===== config.mk =====
export PLATFORM = sky130hd
export DESIGN_NAME = i2c_bus_state_mon
export DESIGN_NICKNAME = d
export VERILOG_FILES = /design/src/rtl/i2c_bsm_pkg.sv /design/src/rtl/bsm_line_sync.sv /design/src/rtl/bsm_cond_detect.sv /design/src/rtl/bsm_state_ctrl.sv /design/src/rtl/i2c_bus_state_mon.sv
export SDC_FILE = /design/constraint.sdc
export NUM_CORES = 1
export LEC_CHECK = 0
export CORE_MARGIN = 2
export CORE_UTILIZATION = 54
export CTS_BUF_LIST = sky130_fd_sc_hd__clkbuf_4
export DETAILED_ROUTE_END_ITERATION = 8
export PLACE_DENSITY = 0.84
export SYNTH_ARGS = -nofsm -noshare
export SYNTH_HDL_FRONTEND = slang
export SYNTH_SLANG_ARGS = --single-unit

===== constraint.sdc =====
create_clock -name clk -period 3.54 [get_ports clk]
set_input_delay 0.531 -clock clk [delete_from_list [all_inputs] [get_ports clk]]
set_output_delay 0.531 -clock clk [all_outputs]
set_load 0.03 [all_outputs]

===== src/rtl/i2c_bsm_pkg.sv =====
// Shared types for the bus state monitor.
// Assumes: nothing beyond a 2-bit state field.
package i2c_bsm_pkg;

    // Bus state codes; the numeric values are visible at the port.
    typedef enum logic [1:0] {
        BUS_UNKNOWN = 2'd0,
        BUS_IDLE    = 2'd1,
        BUS_OWNER   = 2'd2,
        BUS_BUSY    = 2'd3
    } bus_state_e;

endpackage


===== src/rtl/bsm_line_sync.sv =====
// Multi-flop synchronizer for one bus line.
// Assumes: STAGES >= 2. Resets to the released (high) line level, so
// no edge is seen when reset is released on an idle bus.
module bsm_line_sync #(
    parameter int STAGES = 2
) (
    input  logic clk,
    input  logic rst_n,
    input  logic line_i,
    output logic line_o
);

    logic [STAGES-1:0] chain_q;

    // Shift the asynchronous line through the flop chain.
    always_ff @(posedge clk) begin
        if (!rst_n) chain_q <= {STAGES{1'b1}};
        else        chain_q <= {chain_q[STAGES-2:0], line_i};
    end

    assign line_o = chain_q[STAGES-1];

endmodule


===== src/rtl/bsm_cond_detect.sv =====
// Start and stop detector on synchronized lines.
// Assumes: both inputs are already in the clk domain. The clock line
// must be high in both the previous and the current sample.
// Gives a same-cycle detect for the state logic and a registered pulse
// for the ports.
module bsm_cond_detect (
    input  logic clk,
    input  logic rst_n,
    input  logic scl_s,
    input  logic sda_s,
    output logic start_det,
    output logic stop_det,
    output logic start_q,
    output logic stop_q
);

    logic scl_prev_q;
    logic sda_prev_q;

    // Keep last synchronized line levels for edge comparison.
    always_ff @(posedge clk) begin
        if (!rst_n) begin
            scl_prev_q <= 1'b1;
            sda_prev_q <= 1'b1;
        end else begin
            scl_prev_q <= scl_s;
            sda_prev_q <= sda_s;
        end
    end

    // Data edge during a steady high clock marks a condition.
    always_comb begin
        start_det = scl_s && scl_prev_q && sda_prev_q && !sda_s;
        stop_det  = scl_s && scl_prev_q && !sda_prev_q && sda_s;
    end

    // Register the detects into port pulses.
    always_ff @(posedge clk) begin
        if (!rst_n) begin
            start_q <= 1'b0;
            stop_q  <= 1'b0;
        end else begin
            start_q <= start_det;
            stop_q  <= stop_det;
        end
    end

    AST_START_ONE_CYCLE: assert property (@(posedge clk) disable iff (!rst_n)
        start_q |=> !start_q);
    AST_STOP_ONE_CYCLE: assert property (@(posedge clk) disable iff (!rst_n)
        stop_q |=> !stop_q);
    AST_NO_DUAL_PULSE: assert property (@(posedge clk) disable iff (!rst_n)
        !(start_q && stop_q));

endmodule


===== src/rtl/bsm_state_ctrl.sv =====
// Bus state register with unknown-state timeout.
// Assumes: start_det/stop_det are single-cycle detects. tmo_limit is
// steady while the state is unknown. Precedence for the next state:
// software idle write, then stop, then start, then timeout.
module bsm_state_ctrl
    import i2c_bsm_pkg::*;
#(
    parameter int TMO_W = 16
) (
    input  logic             clk,
    input  logic             rst_n,
    input  logic             start_det,
    input  logic             stop_det,
    input  logic             own_xfer,
    input  logic             sw_wr,
    input  logic [1:0]       sw_code,
    input  logic [TMO_W-1:0] tmo_limit,
    output bus_state_e       state
);

    localparam int CW = TMO_W + 1;

    bus_state_e       state_q;
    bus_state_e       state_d;
    logic [TMO_W-1:0] cnt_q;
    logic             tmo_hit;
    logic             sw_idle;

    assign sw_idle = sw_wr && (sw_code == BUS_IDLE);
    assign tmo_hit = (CW'(cnt_q) + CW'(1)) >= CW'(tmo_limit);

    // Pick the next bus state by precedence.
    always_comb begin
        state_d = state_q;
        if (sw_idle)
            state_d = BUS_IDLE;
        else if (stop_det)
            state_d = BUS_IDLE;
        else if (start_det && state_q != BUS_UNKNOWN)
            state_d = own_xfer ? BUS_OWNER : BUS_BUSY;
        else if (state_q == BUS_UNKNOWN && tmo_hit)
            state_d = BUS_IDLE;
    end

    // Hold the bus state.
    always_ff @(posedge clk) begin
        if (!rst_n) state_q <= BUS_UNKNOWN;
        else        state_q <= state_d;
    end

    // Count cycles spent in the unknown state.
    always_ff @(posedge clk) begin
        if (!rst_n)                        cnt_q <= '0;
        else if (state_q != BUS_UNKNOWN)   cnt_q <= '0;
        else if (tmo_hit)                  cnt_q <= '0;
        else                               cnt_q <= cnt_q + 1'b1;
    end

    assign state = state_q;

    AST_RESET_UNKNOWN: assert property (@(posedge clk)
        !rst_n |=> state_q == BUS_UNKNOWN);
    AST_STOP_TO_IDLE: assert property (@(posedge clk) disable iff (!rst_n)
        stop_det |=> state_q == BUS_IDLE);
    AST_START_OWN: assert property (@(posedge clk) disable iff (!rst_n)
        (start_det && !sw_idle && state_q != BUS_UNKNOWN && own_xfer)
        |=> state_q == BUS_OWNER);
    AST_START_OTHER: assert property (@(posedge clk) disable iff (!rst_n)
        (start_det && !sw_idle && state_q != BUS_UNKNOWN && !own_xfer)
        |=> state_q == BUS_BUSY);
    AST_START_IN_UNKNOWN: assert property (@(posedge clk) disable iff (!rst_n)
        (start_det && !sw_idle && state_q == BUS_UNKNOWN)
        |=> (state_q == BUS_UNKNOWN || state_q == BUS_IDLE));
    AST_SW_IDLE: assert property (@(posedge clk) disable iff (!rst_n)
        sw_idle |=> state_q == BUS_IDLE);
    AST_SW_OTHER: assert property (@(posedge clk) disable iff (!rst_n)
        (sw_wr && !sw_idle && !start_det && !stop_det && state_q != BUS_UNKNOWN)
        |=> $stable(state_q));
    AST_CNT_BOUND: assert property (@(posedge clk) disable iff (!rst_n)
        (state_q == BUS_UNKNOWN && tmo_limit != '0)
        |-> cnt_q < tmo_limit);

endmodule


===== src/rtl/i2c_bus_state_mon.sv =====
// Top of the passive bus state monitor: synchronizers, condition
// detector and state register.
// Assumes: scl_i/sda_i are asynchronous samples of the open-drain lines.
// All other inputs are synchronous to clk. Reset is synchronous, active low.
module i2c_bus_state_mon
    import i2c_bsm_pkg::*;
#(
    parameter int SYNC_STAGES = 2,
    parameter int TMO_W       = 16
) (
    input  logic             clk,
    input  logic             rst_n,
    input  logic             scl_i,
    input  logic             sda_i,
    input  logic             own_xfer_i,
    input  logic             sw_wr_i,
    input  logic [1:0]       sw_state_i,
    input  logic [TMO_W-1:0] tmo_limit_i,
    output logic [1:0]       state_o,
    output logic             start_o,
    output logic             stop_o
);

    localparam int N_LINES = 2;

    logic [N_LINES-1:0] raw_lines;
    logic [N_LINES-1:0] sync_lines;
    logic               start_det;
    logic               stop_det;
    bus_state_e         state;

    assign raw_lines = {scl_i, sda_i};

    // One synchronizer per bus line.
    for (genvar g = 0; g < N_LINES; g++) begin : g_sync
        bsm_line_sync #(.STAGES(SYNC_STAGES)) i_sync (
            .clk    (clk),
            .rst_n  (rst_n),
            .line_i (raw_lines[g]),
            .line_o (sync_lines[g])
        );
    end

    bsm_cond_detect i_detect (
        .clk       (clk),
        .rst_n     (rst_n),
        .scl_s     (sync_lines[1]),
        .sda_s     (sync_lines[0]),
        .start_det (start_det),
        .stop_det  (stop_det),
        .start_q   (start_o),
        .stop_q    (stop_o)
    );

    bsm_state_ctrl #(.TMO_W(TMO_W)) i_state (
        .clk       (clk),
        .rst_n     (rst_n),
        .start_det (start_det),
        .stop_det  (stop_det),
        .own_xfer  (own_xfer_i),
        .sw_wr     (sw_wr_i),
        .sw_code   (sw_state_i),
        .tmo_limit (tmo_limit_i),
        .state     (state)
    );

    assign state_o = state;

    AST_PULSE_MATCHES_STATE: assert property (@(posedge clk) disable iff (!rst_n)
        stop_o |-> state_o == 2'd1 || $past(sw_wr_i));
    AST_RESET_OUTPUTS: assert property (@(posedge clk)
        !rst_n |=> (state_o == 2'd0 && !start_o && !stop_o));

endmodule


Word-level counts from Yosys, hierarchy flattened
Cells that the tools add are included.
{"block": "totals", "regBits": 26, "in_bits": 24, "output_inout_bits": 4, "elab_cells": 35}
{"block": "classes", "n_addsub": 2, "order_cmp": 1, "eq_ne": 1, "muxes": 5, "bitwise": 1, "n_reduce_logical": 16}
{"operator": "$add 16x1->17 const B", "count": 1}
{"operator": "$ge 17x16->1", "count": 1}
{"operator": "$add 16x1->16 const B", "count": 1}
{"operator": "$logic_and 1x1->1", "count": 8}
{"operator": "$reduce_or 3->1", "count": 2}
{"operator": "$mux 2", "count": 2}
{"operator": "$reduce_bool 2->1", "count": 2}
{"operator": "$reduce_bool 4->1", "count": 1}
{"operator": "$mux 1", "count": 3}
{"operator": "$eq 2x1->1 const B", "count": 1}
{"operator": "$logic_not 1->1", "count": 2}
{"operator": "$logic_not 2->1", "count": 1}
{"operator": "$not 1->1", "count": 1}

Longest topological paths before layout
Gate-level depths: netlist of run 1.
{"block": "depth", "ltp_word": 7, "depth_mapped": 11, "depth_no_buf": 10}

Cells and area by module
Synthesis of run 1 repeated with hierarchy kept, for this count alone.
{"block": "hier_totals", "hier_cells": 163, "hier_area_um2": 1579.0}
{"module": "bsm_state_ctrl", "n_inst": 1, "cells_each": 141, "area_each_um2": 1345.0, "seq_area_each_um2": 360.3}
{"module": "bsm_cond_detect", "n_inst": 1, "cells_each": 14, "area_each_um2": 128.9, "seq_area_each_um2": 80.1}
{"module": "bsm_line_sync", "n_inst": 2, "cells_each": 4, "area_each_um2": 52.6, "seq_area_each_um2": 40.0}

Worst setup path after synthesis of run 1
OpenSTA, ideal clock, no wires.
{"block": "synth_path", "path_type": "flip-flop to flip-flop", "start": "reg i_state.cnt_q[2]", "end": "reg i_state.cnt_q[15]", "setup_time_ps": 75, "arrival_ps": 2400, "required_time_ps": 3465, "setup_slack_ps": 1065, "path_stages_with_launch": 12, "path_buffers": 1, "synth_period_minus_slack_ps": 2475, "cell_sequence": "dfxtp_1 -> and4_2 -> nand4_4 -> nor2_1 -> xor2_1 -> ha_1 -> a211oi_1 -> o21ai_0 -> o221ai_1 -> o211ai_4 -> buf_8 -> nor3b_2"}
{"block": "synth_between", "elab_chain_cells": 3, "elab_cells_between_ends": 4, "classes_between": "2 x add/sub; 1 x order compare; 1 x reduce/logical"}
{"item": "from (decl)", "line": "bsm_state_ctrl.sv:25", "source": "logic [TMO_W-1:0] cnt_q;"}
{"item": "from (signal assigned)", "line": "bsm_state_ctrl.sv:56", "source": "else cnt_q <= cnt_q + 1'b1;"}
{"item": "$add 16x1->17", "line": "bsm_state_ctrl.sv:30", "source": "assign tmo_hit = (CW'(cnt_q) + CW'(1)) >= CW'(tmo_limit);"}
{"item": "$ge 17x16->1", "line": "bsm_state_ctrl.sv:30"}
{"item": "$reduce_or 3->1 (no source line)"}
Parallel ways exist; a longest one is shown, timed or not.
A chain may end at the register's enable or synchronous reset.

Final worst setup path of run 1
{"block": "layout_path", "start": "reg i_state.cnt_q[2]", "end": "reg i_state.cnt_q[12]"}
The elaborated chain is that of the path after synthesis.

==> impl_results.md, run 1 <==
* Warning count from the yosys run at 0
* Crit Path Max Fanout at 16
* Via count at approximately 1200
* Switching Share at between 20% and 30%
* DR vias/cell at between 5 and 6
* Worst hold path type: reg2reg
* Post-Synthesis Cells at between 150 and 200
* Detailed Route Iter0 Violations at 38
* Die Height at 58.1 µm
* RSZ-0062 raised after global routing: no
* CP startpoint kind: register
* Max-cap violations at 0
* First-pass GRT wire length at around 5.2 mm
* Layout net count at between 200 and 250
* Global placement routability congestion at 0.829
* CTS Sinks at 26
* Status: complete, no violations
* Final setup margin at about 630 ps
* Slew headroom at approximately half
* Final Skew at slightly above 3 ps
* Area leader, netlist: dfxtp_1
* Achievable clock frequency at roughly 340 MHz
* CP Launch Point: i_state.cnt_q[2]
* CP peak stage delay at about 420 ps
* Row count at 19
* Layout cells sized above 1 at 9.84%
* Commonest cells post-synth: 26 x dfxtp_1, 23 x inv_1, 17 x ha_1, 9 x nand2_1, 9 x nor2_1
* Synth area leaders: dfxtp_1 33%, ha_1 13%, nor3b_2 6.3%
* Largest net degree at the start of global routing at 17
* Synthesized area per cell at approximately 9.5 µm²
* Number of synthesized flops with an enable pin at 0
* Clk buf depth at 2
* CP delay by family, top: compound AO/OA/AOI/OAI gates
* GRT Total Usage at 19.4%
* Initial antenna violation count at 0
* CTS tree: built
* Pre-antenna DRT Iters at 4
* Switch Pwr at around 0.12 mW
* Final wirelength at roughly 3.0 mm
* Area delta synth->final at 19.5%
* Synth Flop Type: dfxtp_1
* Port Buf Inserts at 27
* Kind of critical path: reg2reg
* DRC at 0
* Combinational power share at 16.3%
* Boundary pin count at 28
* Core Box Area at about 0.0028 mm²
* Peak VDD IR at approximately 0.21 mV
* Worst-Skew Late Latency at 300 ps
* Worst path cell trace: and4_2, nand4_4, nor2_1, xor2_1, ha_1, a211oi_1, o21ai_0, o221ai_1, o211ai_4, nor3b_1
* WP data required at ~3800 ps
* Seq pwr share at around three fifths
* Worst-Margin Slew at around 780 ps
* Routed WL per cell at between 10 and 15 µm
* Post-Place Worst Slack at about 700 ps
* Syn nets at 207
* Post-synth top area share at about 33%
* Worst r2r src: i_state.cnt_q[2]
* Die ar. at roughly 0.0034 mm²
* Num CTS Buffers at 3
* Routed Antenna Nets at 0
* Vias in the first global route at 1213
* HP Start: g_sync[1].i_sync.chain_q[0]
* CTS root buf: clkbuf_4
* Residual overflow from global routing at 0
* DP HPWL at between 2 and 2.5 mm
* Slowest library cell on the worst path: dfxtp_1
* Final Max Slew Viols at 0
* Die extent in x at 58.1 µm
* Worst EP arrival at 3120 ps
* CP Capture Type: register
* Post-synth ARST share at 0%
* Hold buffers post-CTS at 0
* Most frequent cell after synthesis: dfxtp_1
* CTS H-tree lvls at 1
* PD cells at 267 mW/mm²
* Synth unique cells at 37
* Fin crit period at just under 3000 ps
* Clock share of power at between 20% and 30%
* Sequential share of the synthesized area at between 30% and 40%
* Post-cts repair resize count at 0
* Setup Buffers After CTS at 0
* Setup-failing EPs final at 0
* Number of diodes at 0
* Initial Util at approximately 57%
* WP buf/inv at 0
* Worst-path clk slew at 130 ps
* Synthesis-stage register bit count at 26
* Final Util at 68.6%
* Synthesized cell area at approximately 0.0016 mm²
* Setup tns final at 0 ps
* Hold Vio Cnt, Final at 0
* Internal power at 0.384 mW
* Fin crit share at between 80% and 90%
* Leakage at ~0.84 nW
==> kinds of logic (layout without fill, tap and decap cells) <==
family | Yosys count | after routing | share of synthesized area [%]
AOI/OAI and AO/OA | 20 | 20 | 10.9
xor gates and xnor gates | 14 | 14 | 7.75
adders and majority gates | 17 | 17 | 13.4
buffers and inverters | 26 | 53 | 6.88
DFF | 26 | 26 | 32.9
and+or+nand+nor | 63 | 63 | 28.1
==> power by group through the flow <==
stage               Sequential, mW  Combinational [mW]  Clock [mW]
floorplan                    0.313              0.0413           0
global placement             0.311              0.0788           0
detailed placement           0.312              0.0819           0
CTS                          0.305              0.0827       0.120
global route                 0.307              0.0912       0.136
finish                       0.305              0.0824       0.118
==> per-stage QoR <==
step	total power, mW	hold slack (ps)	instance area, µm²	std cells
6_report	0.505	439	1890	224
5_1_grt	0.533	464	1890	224
4_1_cts	0.508	441	1890	224
3_5_place_dp	0.394	407	1870	221
3_3_place_gp	0.390	392	1870	221
2_1_floorplan	0.355	386	1580	166
==> sequential cells by signal, indices dropped and copies added, names as in the netlist <==
name                   cells
i_detect.sda_prev_q        1
g_sync.i_sync.chain_q      4
i_state.state              2
i_detect.start_q           1
i_detect.scl_prev_q        1
i_state.cnt_q             16
i_detect.stop_q            1
==> path summary, 6_finish.rpt <==
kind / endpoint / slack [ps] / depth (start not counted)
worst max-delay path: i_state.cnt_q[12] / 630 / 10
worst min-delay path: g_sync[1].i_sync.chain_q[1] / 440 / 1
worst max register to register: i_state.cnt_q[12] / 630 / 10
worst min register to register: g_sync[1].i_sync.chain_q[1] / 440 / 1
==> layer usage <==
| metal | vias up | GRT usage (%) | wire length [µm] |
|---|---|---|---|
| met2 | 27 | 35.6 | 1500 |
| met3 | 2 | 2.01 | 141 |
| met5 | - | 0 | 0 |
| met1 | 553 | 25.0 | 1300 |
| met4 | 0 | 2.99 | 19 |
| li1 | 634 | - | - |
==> layout make-up <==
class | instances | area [µm²]
fill | 219 | 867
tap | 31 | 38.8
inverter | 23 | 86.3
clock buffer | 3 | 22.5
multi-input combinational | 114 | 952
timing repair buffer | 27 | 270
sequential | 26 | 520
==> cell usage in the layout (no fill, tap or decap) <==
master / count
o21ai_1: 1
and4_1: 1
o21ai_0: 3
nand2b_1: 6
and4b_1: 2
nand2_1: 9
a211oi_2: 1
inv_1: 23
nand4_4: 1
a211oi_1: 2
ha_1: 17
xor2_1: 7
and4_2: 1
nor3b_1: 6
a31oi_1: 1
dfxtp_1: 26
nor3b_2: 8
o21a_1: 1
nor4_1: 1
clkdlybuf4s50_1: 27
a21o_1: 1
nand4_1: 7
clkbuf_4: 3
a21boi_0: 1
and2_1: 3
o221ai_1: 1
nor4bb_1: 1
nor3_2: 3
a21oi_1: 4
o211ai_4: 1
nor2_1: 9
nor3_1: 1
nand3_1: 4
a2111oi_4: 1
xnor2_1: 7
o31a_1: 1
a311o_1: 1
Note: power is estimated with default switching activity, not from simulation.
==> run 2: changes to the inputs <==
- clock period: 3.54 -> 2.8 ns (I/O delays scaled with it)
==> run 2 against run 1 <==
  * Sequential power increased by 27%
  * Flip-flop and latch count unchanged
  * Critical path depth increased by 1
  * Die area unchanged
  * First-iteration DRC count increased by 63%
  * Clock power increased by 120%
  * Register-to-register slack got worse by 500 ps
  * Sequential share of layout area decreased by 1.4 points
  * Wire length increased by 20%
  * Worst hold slack got worse by 16 ps
  * Non-clock buffer count increased by 5
==> impl_results.md, run 2 (same netlist as run 1, synthesis figures left out) <==
* Status: complete, no violations
* Fin crit share at a little over nine tenths
* Multi-input logic area at about 0.001 mm²
* Kind of critical path: reg2reg
* Layout cells sized above 1 at around 20%
* Largest register FFs at 16
* Post-route cell area at roughly 0.0020 mm²
* Setup-failing EPs final at 0
* Area delta synth->final at 27.4%
* Max-cap violations at 0
* Worst hold path type: reg2reg
* CP startpoint kind: register
* Worst-Skew Late Latency at about 330 ps
* DP HPWL at around 2.8 mm
* Achievable clock frequency at 375 MHz
* Port Buf Inserts at 27
* GRT Total Usage at roughly 22%
* CP Capture Type: register
* Die ar. at ~0.0034 mm²
* Worst-Margin Slew at 829 ps
* Clk buf depth at 2
* Routed WL per cell at 15.4 µm
* CTS tree: built
* Routed Antenna Nets at 0
* Core Box Area at around 0.0028 mm²
* Num CTS Buffers at 3
* WP data required at a little over 3000 ps
* Detailed Route Iter0 Violations at 62
* Global placement routability congestion at 0.905
* Hold Vio Cnt, Final at 0
* RSZ-0062 raised after global routing: no
* Row count at 19
* Fin crit period at between 2000 and 3000 ps
* Fillers at 196
* First-pass GRT wire length at around 5.8 mm
* FF/Latch Area at roughly 530 µm²
* Final Skew at 4.99 ps
* Initial antenna violation count at 0
* Commonest non-fill, non-tap cell in the layout: clkdlybuf4s50_1
* Worst-path clk slew at ~150 ps
* Layout net count at around 240
* Boundary pin count at 28
* Largest net degree at the start of global routing at 17
* Worst EP arrival at between 2000 and 3000 ps
* Flop2flop setup slack at 130 ps
* Commonest cells after routing, fill and taps aside: 27 x clkdlybuf4s50_1, 23 x inv_1, 21 x dfxtp_1
* Slew headroom at between 40 and 50%
* Dpl cell area at ~0.0019 mm²
* Biggest register: i_state.cnt_q
* Power consumption at approximately 0.76 mW
* CTS Sinks at 26
* DR vias/cell at 5.65
* Crit Path Max Fanout at 10
* Final Max Slew Viols at 0
* CTS root buf: clkbuf_4
* Die extent in x at about 58 µm
* Vias in the first global route at approximately 1300
* Die Height at roughly 58 µm
* Initial Util at about 57%
* Hold buffers post-CTS at 0
* Residual overflow from global routing at 0
* Pre-antenna DRT Iters at 4
* DRC at 0
* Peak VDD IR at ~0.35 mV
* Final wirelength at 3.55 mm
* Via count at between 1000 and 1500
* CTS H-tree lvls at 1
* Leakage at 0.898 nW
* Number of diodes at 0
* PD cells at 377 mW/mm²
run 2: cell count changes in the layout (fill, tap and decap cells not counted), moves of 2 or more:
cell | before | now
o21ai_1 | 1 | 3
nor3b_1 | 6 | 4
dfxtp_1 | 26 | 21
nor2_2 | 0 | 2
nor2_1 | 9 | 7
o21ai_0 | 3 | 1
a211oi_2 | 1 | 3
a211oi_1 | 2 | 0
buf_4 | 0 | 5
nor3b_2 | 8 | 10
dfxtp_2 | 0 | 5
run 2: layout make-up:
type                    instances  area share (%)
repair buffers                 32            15.3
multi-input cells             114            49.8
clock inverters                 1            1.49
inverters                      23            4.29
well taps                      31            1.93
clock buffers                   3            1.12
flip-flops and latches         26            26.1
run 2: per-layer routing:
| layer | global-route usage, % | share of wire [%] | vias to the layer above |
|---|---|---|---|
| li1 | - | - | 642 |
| met1 | 25.7 | 40 | 615 |
| met2 | 41.4 | 54 | 40 |
| met3 | 5.13 | 5.3 | 2 |
| met4 | 2.99 | 0.54 | 0 |
| met5 | 0 | 0 | - |
run 2: what timing repair did:
item	4_1_cts	5_1_grt
pin swaps	0	3
setup endpoints to repair	17	17
buffers inserted	0	1
resized for setup	2	16
endpoints found under the hold margin	0	0
run 2: worst paths after layout:
path	cells past startpoint	startpoint	end
setup / recovery	11	i_state.cnt_q[3]	i_state.cnt_q[14]
hold / removal	1	g_sync[0].i_sync.chain_q[0]	g_sync[0].i_sync.chain_q[1]
setup reg to reg	11	i_state.cnt_q[3]	i_state.cnt_q[14]
hold reg to reg	1	g_sync[0].i_sync.chain_q[0]	g_sync[0].i_sync.chain_q[1]
run 2: critical path, stage by stage, from the launching register on:
cell	delay, ps
dfxtp_2	390
and4_4	260
nand4_4	170
nor2_2	160
xor2_2	210
ha_1	290
a211oi_2	220
o21ai_1	120
o221ai_2	250
o211ai_4	110
buf_4	200
nor3b_1	200
run 2: power breakdown:
group          leakage (nW)  internal, mW  total [mW]  switching (mW)
Clock                0.0279         0.145       0.264           0.119
Combinational         0.656        0.0581       0.109          0.0513
Sequential            0.214         0.380       0.386         0.00563
Total                 0.898         0.583       0.759           0.176
run 2: through the flow:
step | hold slack (ps) | worst slack (ps) | std cells | util, % | TNS [ps]
detailed placement | 392 | -58.6 | 225 | 68.8 | -394
global placement | 393 | 144 | 225 | 68.8 | 0
CTS | 427 | 8.57 | 229 | 71.1 | 0
floorplan | 386 | 325 | 166 | - | 0
finish | 423 | 130 | 230 | 73.0 | 0
global route | 437 | 28.2 | 230 | 73.0 | 0
==> run 3: changes to the inputs <==
- CAP_MARGIN: unset -> 0
- MAX_ROUTING_LAYER: unset -> met4
==> run 3 against run 2 <==
  * Clock power hardly changed
  * Worst hold slack hardly changed
  * Sequential share of layout area unchanged
  * Global-route usage is 0.66 points higher
  * Total power barely moved
  * Wire length hardly changed
==> impl_results.md, run 3 (same netlist as run 1, synthesis figures left out) <==
* Status: complete, no violations
* Post-route cell area at roughly 0.0020 mm²
* CP startpoint kind: register
* Peak VDD IR at between 0.3 and 0.4 mV
* Detailed Route Iter0 Violations at 56
* RSZ-0062 raised after global routing: no
* Final wirelength at around 3.5 mm
* CTS Sinks at 26
* Die Height at between 50 and 60 µm
* Residual overflow from global routing at 0
* Die ar. at approximately 0.0034 mm²
* CTS root buf: clkbuf_4
* Dpl cell area at about 0.0019 mm²
* Row count at 19
* Slew headroom at 44.5%
* CTS tree: built
* Kind of critical path: reg2reg
* Crit Path Max Fanout at 10
* Routed Antenna Nets at 0
* Layout net count at 241
* Area delta synth->final at 27.4%
* Num CTS Buffers at 3
* DR vias/cell at ~5.7
* Global placement routability congestion at about 0.92
* Power consumption at between 0.7 and 0.8 mW
* Via count at roughly 1300
* Biggest register: i_state.cnt_q
* DP HPWL at between 2 and 3 mm
* Routed WL per cell at ~15 µm
* Fin crit share at between 90% and 100%
* Boundary pin count at 28
* Commonest cells after routing, fill and taps aside: 27 x clkdlybuf4s50_1, 23 x inv_1, 21 x dfxtp_1
* Worst-path clk slew at about 150 ps
* CP Capture Type: register
* Largest net degree at the start of global routing at 17
* Number of diodes at 0
* Core Box Area at 0.00276 mm²
* Largest register FFs at 16
* Max-cap violations at 0
* CTS H-tree lvls at 1
* Initial Util at between 50% and 60%
* GRT Total Usage at between 20% and 30%
* Worst-Skew Late Latency at ~330 ps
* Fin crit period at 2670 ps
* Die extent in x at about 58 µm
* PD cells at around 380 mW/mm²
* Final Skew at 3.58 ps
* WP data required at around 3100 ps
* Vias in the first global route at 1344
* Layout cells sized above 1 at around 20%
* Setup-failing EPs final at 0
* Leakage at ~0.9 nW
* Achievable clock frequency at around 380 MHz
* Hold Vio Cnt, Final at 0
* Worst EP arrival at roughly 2900 ps
* Initial antenna violation count at 0
* Final Max Slew Viols at 0
* Pre-antenna DRT Iters at 4
* Worst hold path type: reg2reg
* Depth of the worst register-to-register path at 11
* Commonest non-fill, non-tap cell in the layout: clkdlybuf4s50_1
* Worst-Margin Slew at ~830 ps
* Hold Path Depth at 1
* First-pass GRT wire length at 5.77 mm
* Clk buf depth at 2
* DRC at 0
* Port Buf Inserts at 27
[run 3: final timing paths]
check / slack [ps] / to / start
max: 130 / i_state.cnt_q[14] / i_state.cnt_q[3]
min: 420 / g_sync[0].i_sync.chain_q[1] / g_sync[0].i_sync.chain_q[0]
max reg2reg: 130 / i_state.cnt_q[14] / i_state.cnt_q[3]
min reg2reg: 420 / g_sync[0].i_sync.chain_q[1] / g_sync[0].i_sync.chain_q[0]
[run 3: through the flow]
| step | setup WS (ps) | utilization, % | hold WS (ps) | instances | TNS [ps] |
|---|---|---|---|---|---|
| final | 134 | 73.0 | 423 | 230 | 0 |
| after global routing | 28.1 | 73.0 | 437 | 230 | 0 |
| after CTS | 8.57 | 71.1 | 427 | 229 | 0 |
| after detailed placement | -58.6 | 68.8 | 392 | 225 | -394 |
| after global placement | 144 | 68.8 | 393 | 225 | 0 |
| after floorplan | 325 | - | 386 | 166 | 0 |
[run 3: power by group]
part | internal (mW) | total (mW) | switching (mW)
clock network | 0.145 | 0.263 | 0.118
logic | 0.0582 | 0.110 | 0.0514
registers | 0.380 | 0.386 | 0.00568
total | 0.583 | 0.758 | 0.175
[run 3: routing by layer]
layer  GRT usage (%)  wire length, µm  vias up
met5               -                0        -
li1                -                -      643
met1            25.7             1420      618
met4            2.99               29        0
met3            5.13              185        4
met2            41.4             1910       42
[run 3: final cells by class]
| cell class | count | area, µm² |
|---|---|---|
| repair buffers | 32 | 308 |
| fillers | 196 | 743 |
| clock inverters | 1 | 30.0 |
| inverters | 23 | 86.3 |
| well taps | 31 | 38.8 |
| flip-flops and latches | 26 | 527 |
| clock buffers | 3 | 22.5 |
| multi-input cells | 114 | 1000 |
[run 3: what timing repair did]
action | 4_1_cts | 5_1_grt
endpoints found under the setup margin | 17 | 17
pin swaps | 0 | 3
gates resized for setup | 2 | 16
buffers inserted | 0 | 1
hold buffers | 0 | 0
[run 3: worst max-delay path, cell delays in order, from the launching register on]
cell and delay [ps]:
dfxtp_2 390, and4_4 260, nand4_4 170, nor2_2 160, xor2_2 210, ha_1 290, a211oi_2 220, o21ai_1 120
o221ai_2 250, o211ai_4 110, buf_4 200, nor3b_1 200
